File: src/rtl/stw_pkg.sv
package stw_pkg;
    localparam int REG_W     = 8;
    localparam int RATE_W    = 3;
    localparam int ADDR_W    = 2;
    localparam int ARM_W     = 2;
    localparam logic [ADDR_W-1:0] ADDR_RATE = 2'd0;
    localparam logic [ADDR_W-1:0] ADDR_ARM  = 2'd1;
    localparam logic [ARM_W-1:0]  ARM_ON    = 2'b11;

    typedef enum logic {
        MODE_NORMAL = 1'b0,
        MODE_LOWPWR = 1'b1
    } mode_e;

    typedef struct packed {
        logic              spare;
        logic              lp_sel;
        logic [RATE_W-1:0] lp_rate;
        logic [RATE_W-1:0] nrm_rate;
    } rate_reg_t;

    typedef struct packed {
        mode_e             mode;
        logic [RATE_W-1:0] rate;
    } eff_t;

    function automatic eff_t pick_eff(input logic low, input logic [RATE_W-1:0] lpr,
                                      input logic [RATE_W-1:0] nr);
        eff_t e;
        e.mode = low ? MODE_LOWPWR : MODE_NORMAL;
        e.rate = low ? lpr : nr;
        return e;
    endfunction
endpackage

File: src/rtl/stw_regs.sv
module stw_regs
    import stw_pkg::*;
(
    input  logic              clk,
    input  logic              rst,
    input  logic              wr_en,
    input  logic [ADDR_W-1:0] wr_addr,
    input  logic [REG_W-1:0]  wr_data,
    input  logic [ADDR_W-1:0] rd_addr,
    output logic [REG_W-1:0]  rd_data,
    output rate_reg_t         rate_reg,
    output logic [ARM_W-1:0]  arm_fld,
    output logic              arm_wr
);
    localparam int PAD_W = REG_W - ARM_W;

    rate_reg_t        rate_q;
    logic [ARM_W-1:0] arm_q;
    logic             sel_rate, sel_arm;

    assign sel_rate = wr_en && (wr_addr == ADDR_RATE);
    assign sel_arm  = wr_en && (wr_addr == ADDR_ARM);

    always_ff @(posedge clk) begin
        if (rst) begin
            rate_q <= '0;
            arm_q  <= '0;
        end else begin
            if (sel_rate) rate_q <= rate_reg_t'(wr_data);
            if (sel_arm)  arm_q  <= wr_data[ARM_W-1:0];
        end
    end

    always_comb begin
        unique case (rd_addr)
            ADDR_RATE: rd_data = rate_q;
            ADDR_ARM:  rd_data = {{PAD_W{1'b0}}, arm_q};
            default:   rd_data = '0;
        endcase
    end

    assign rate_reg = rate_q;
    assign arm_fld  = arm_q;
    assign arm_wr   = sel_arm;
endmodule

File: src/rtl/stw_wake.sv
module stw_wake (
    input  logic clk,
    input  logic rst,
    input  logic armed,
    input  logic arm_wr,
    input  logic irq_event,
    input  logic sample_tick,
    output logic woken,
    output logic mode_chg
);
    logic pend_q, woke_q, chg_q;
    logic wake_now;

    assign wake_now = armed && sample_tick && pend_q && !woke_q;

    always_ff @(posedge clk) begin
        if (rst || arm_wr || !armed) begin
            pend_q <= 1'b0;
            woke_q <= 1'b0;
            chg_q  <= 1'b0;
        end else begin
            pend_q <= (pend_q || irq_event) && !wake_now && !woke_q;
            woke_q <= woke_q || wake_now;
            chg_q  <= wake_now;
        end
    end

    assign woken    = woke_q;
    assign mode_chg = chg_q;
endmodule

File: src/rtl/stw_rate_sel.sv
module stw_rate_sel
    import stw_pkg::*;
(
    input  logic              armed,
    input  logic              woken,
    input  logic              lp_sel,
    input  logic [RATE_W-1:0] lp_rate,
    input  logic [RATE_W-1:0] nrm_rate,
    output eff_t              eff
);
    logic want_low;

    always_comb begin
        if (armed) want_low = !woken;
        else       want_low = lp_sel;
        eff = pick_eff(want_low, lp_rate, nrm_rate);
    end
endmodule

File: src/rtl/stw_rate_ctrl.sv
module stw_rate_ctrl
    import stw_pkg::*;
(
    input  logic              clk,
    input  logic              rst,
    input  logic              wr_en,
    input  logic [ADDR_W-1:0] wr_addr,
    input  logic [REG_W-1:0]  wr_data,
    input  logic [ADDR_W-1:0] rd_addr,
    output logic [REG_W-1:0]  rd_data,
    input  logic              sample_tick,
    input  logic              irq_event,
    output logic              pwr_mode,
    output logic [RATE_W-1:0] rate_code,
    output logic              mode_chg
);
    rate_reg_t        rate_w;
    logic [ARM_W-1:0] arm_w;
    logic             arm_wr_w, armed_w, woken_w;
    eff_t             eff_w;

    stw_regs regs_i (
        .clk(clk), .rst(rst), .wr_en(wr_en), .wr_addr(wr_addr), .wr_data(wr_data),
        .rd_addr(rd_addr), .rd_data(rd_data), .rate_reg(rate_w), .arm_fld(arm_w),
        .arm_wr(arm_wr_w)
    );

    assign armed_w = (arm_w == ARM_ON);

    stw_wake wake_i (
        .clk(clk), .rst(rst), .armed(armed_w), .arm_wr(arm_wr_w),
        .irq_event(irq_event), .sample_tick(sample_tick),
        .woken(woken_w), .mode_chg(mode_chg)
    );

    stw_rate_sel sel_i (
        .armed(armed_w), .woken(woken_w), .lp_sel(rate_w.lp_sel),
        .lp_rate(rate_w.lp_rate), .nrm_rate(rate_w.nrm_rate), .eff(eff_w)
    );

    assign pwr_mode  = eff_w.mode;
    assign rate_code = eff_w.rate;
endmodule

File: config.mk
export PLATFORM = sky130hd
export DESIGN_NAME = stw_rate_ctrl
export DESIGN_NICKNAME = d
export VERILOG_FILES = /design/src/rtl/stw_pkg.sv /design/src/rtl/stw_regs.sv /design/src/rtl/stw_wake.sv /design/src/rtl/stw_rate_sel.sv /design/src/rtl/stw_rate_ctrl.sv
export SDC_FILE = /design/constraint.sdc
export NUM_CORES = 1
export LEC_CHECK = 0
export BUFFER_PORTS_ARGS = -buffer_cell sky130_fd_sc_hd__buf_2
export CAP_MARGIN = 30
export CORE_MARGIN = 3
export CORE_UTILIZATION = 39
export CTS_CLUSTER_DIAMETER = 150
export DETAILED_ROUTE_END_ITERATION = 8
export PLACE_DENSITY = 0.68
export SKIP_CTS_REPAIR_TIMING = 1
export SLEW_MARGIN = 20
export SYNTH_ARGS = -nofsm -noshare
export SYNTH_HDL_FRONTEND = slang
export SYNTH_SLANG_ARGS = --single-unit
export TNS_END_PERCENT = 5
File: constraint.sdc
create_clock -name clk -period 1.4 [get_ports clk]
set_input_delay 0.21 -clock clk [delete_from_list [all_inputs] [get_ports clk]]
set_output_delay 0.21 -clock clk [all_outputs]
set_load 0.02 [all_outputs]
==> summary.txt <==
Die height: 45.6 µm
Clock share of power: 0.318
Mux cell area share after synthesis: 0.121
First-pass GRT wire length: 2.03 mm
Slew headroom: 0.646
Tot GR Track Use: 0.140
Simple-gate portion of the synthesized area: 0.299
Adder-cell area share of the yosys netlist: 0
Num rows: 13
Post-DR wirelength/cell: 11.9 µm
Register area share after synthesis: 0.426
Clock slew at reported path FFs: 0.08 ns
EDFF count, synth: 0
Cell-internal power: 0.000532 W
Worst Max-Slew Pin Slew: 0.528 ns
H-tree levels: 1
Initial DRC count: 9
Combinational share of power: 0.132
Fmax: 594 MHz
Ports: 30
Pin count of the biggest net entering global routing: 12
Root Buffer: clkbuf_4
Clock sink count: 13
Top-count cell post-synth: nand2_1
Initial antenna violation count: 0
Routed via count: 572
Initial core utilization: 0.442
Top cells by count, synth: nand2_1, dfxtp_1, a21oi_1
Worst setup EP type: output port
Synth Area in Compound Gates: 0.109
Power Dens Cells: 850 nW/µm²
Max Cap Viol: 0
Drt first pass iters: 4
Port Buf Inserts: 29
Final hold vios: 0
Filler cells: 126
TritonCTS buffer count: 3
Asr flop ratio synth: 0
Number of global-route vias before repair: 504
Nets: 122
Cell variety after synth: 19
Area Overhead vs Synth: 35.9%
Largest family of logic cells by synthesized area: simple AND/OR/NAND/NOR gates
Core Region: 1380 µm²
Setup CP Type: register to output port
Flip-flop count of the largest register after layout: 8
CP arrival: 1.47 ns
Die width: 45.6 µm
RSZ-0062 raised after global routing: true
Drt via density: 4.81
Max VDD drop: 0.000648 V
Hold Crit Class: input port to register
Syn Inst Count: 71
CP Max Fanout: 4
Final worst path period share: 1.20
Flops & latches, synth: 13
Die Area: 2080 µm²
Avg Synthesized Cell Area: 8.60 µm²
Pins Over Slew Limit: 0
Share of layout cells above drive strength 1: 0.413
Post-layout util: 0.600
Setup Viol. Count Final: 4
Ant diodes: 0
Failing checks: negative setup slack
Status: finished, violations left
P_sw: 0.000173 W
Fin crit period: 1.68 ns
Xor/xnor share of the synthesized area: 0
YS warnings: 0
Post-DP HPWL: 1.06 mm
CTS tree: yes
Post-DRT Antenna Nets: 0
Worst Hold Margin: 0.166 ns
Routed WL: 1.41 mm
Drt drc: 0
Post-synthesis net count: 88
CP Data Required Time: 1.19 ns
Synthesized cell area: 611 µm²
Sequential Power Share: 0.550
Sw frac: 0.246
Post-Route Skew: 0.00398 ns
Crit path launch type: register
Final WS setup: -0.283 ns
RePlAce Congestion: 0.696
Share of the synthesized area in the top cell type: 0.426
Most area-consuming cells after synthesis: dfxtp_1, nand2_1, a21oi_1
Worst skew pair latency: 0.27 ns
Leakage power: 0.404 nW
Prevailing post-synth register cell: dfxtp_1
Clock Path Buffers: 2
Synth area leader: dfxtp_1
Total grt overflow: 0
logic make-up (layout without fill, tap and decap cells):
logic type,after synthesis,count (layout)
buffers and inverters,4,37
flip-flops,13,13
AO/OA/AOI/OAI,11,11
multiplexers,7,7
AND/OR/NAND/NOR,36,36
metal layers:
metal  vias up  part of all wire  GRT usage
met5         -                 0          0
met1       246              0.43      0.162
met4         0            0.0085     0.0526
met2        18              0.51      0.226
li1        306                 -          -
met3         2             0.059     0.0593
power groups by stage:
stage                     Combinational (W)  Clock, W  Sequential (W)
final                             0.0000933  0.000224        0.000388
after global routing               0.000102  0.000250        0.000389
after CTS                         0.0000855  0.000231        0.000387
after detailed placement          0.0000853         0        0.000396
after global placement            0.0000848         0        0.000395
after floorplan                   0.0000484         0        0.000393
critical path, stage by stage, from the launching register on:
cell and delay (ns):
dfxtp_2 0.34, and2_4 0.16, o21ai_4 0.22, mux2_4 0.34, buf_6 0.13
through the flow:
stage	setup TNS (ns)	worst slack (ns)	total power (W)	area, µm²	cells
2_1_floorplan	0	0.156	0.000442	611	71
3_5_place_dp	0	0.0131	0.000481	762	114
3_3_place_gp	0	0.0407	0.000479	762	114
4_1_cts	-0.874	-0.300	0.000703	790	118
5_1_grt	-1.19	-0.337	0.000742	830	119
6_report	-0.955	-0.283	0.000705	830	119
cell usage in the layout, fill, tap and decap left out:
cell / netlist / layout
nor2_1: 5 / 5
nor3_1: 2 / 2
o21ai_4: 1 / 1
buf_6: 1 / 3
and2_4: 1 / 1
nor3b_2: 1 / 1
buf_4: 0 / 2
mux2_4: 0 / 3
nand2_1: 16 / 16
nand3_1: 1 / 1
dfxtp_1: 13 / 11
buf_2: 0 / 26
dfxtp_2: 0 / 2
and2_1: 6 / 6
mux2i_1: 4 / 4
nand3b_1: 2 / 2
clkinv_2: 0 / 1
clkbuf_4: 0 / 3
nand4_1: 1 / 1
inv_1: 2 / 2
or3b_1: 1 / 1
a21oi_1: 9 / 9
o21ai_0: 1 / 1
final cells by class:
cell class	count	area, µm²	area share
clock inverter	1	5.00	0.00603
timing repair buffer	31	179	0.216
inverter	2	7.51	0.00905
sequential	13	263	0.317
clock buffer	3	22.5	0.0271
multi-input combinational	54	334	0.403
tap	15	18.8	0.0226
path summary, 6_finish.rpt:
kind                                          from            endpoint  slack [ns]  cells past startpoint
worst max register to register   regs_i.arm_fld[1]       wake_i.pend_q        0.48                      3
worst min-delay path                    wr_data[5]  regs_i.rate_reg[5]        0.17                      3
worst max-delay path             regs_i.arm_fld[0]        rate_code[2]       -0.28                      4
worst min register to register  regs_i.rate_reg[7]  regs_i.rate_reg[7]        0.46                      2
No activity file was read; power rests on OpenSTA's default activity.
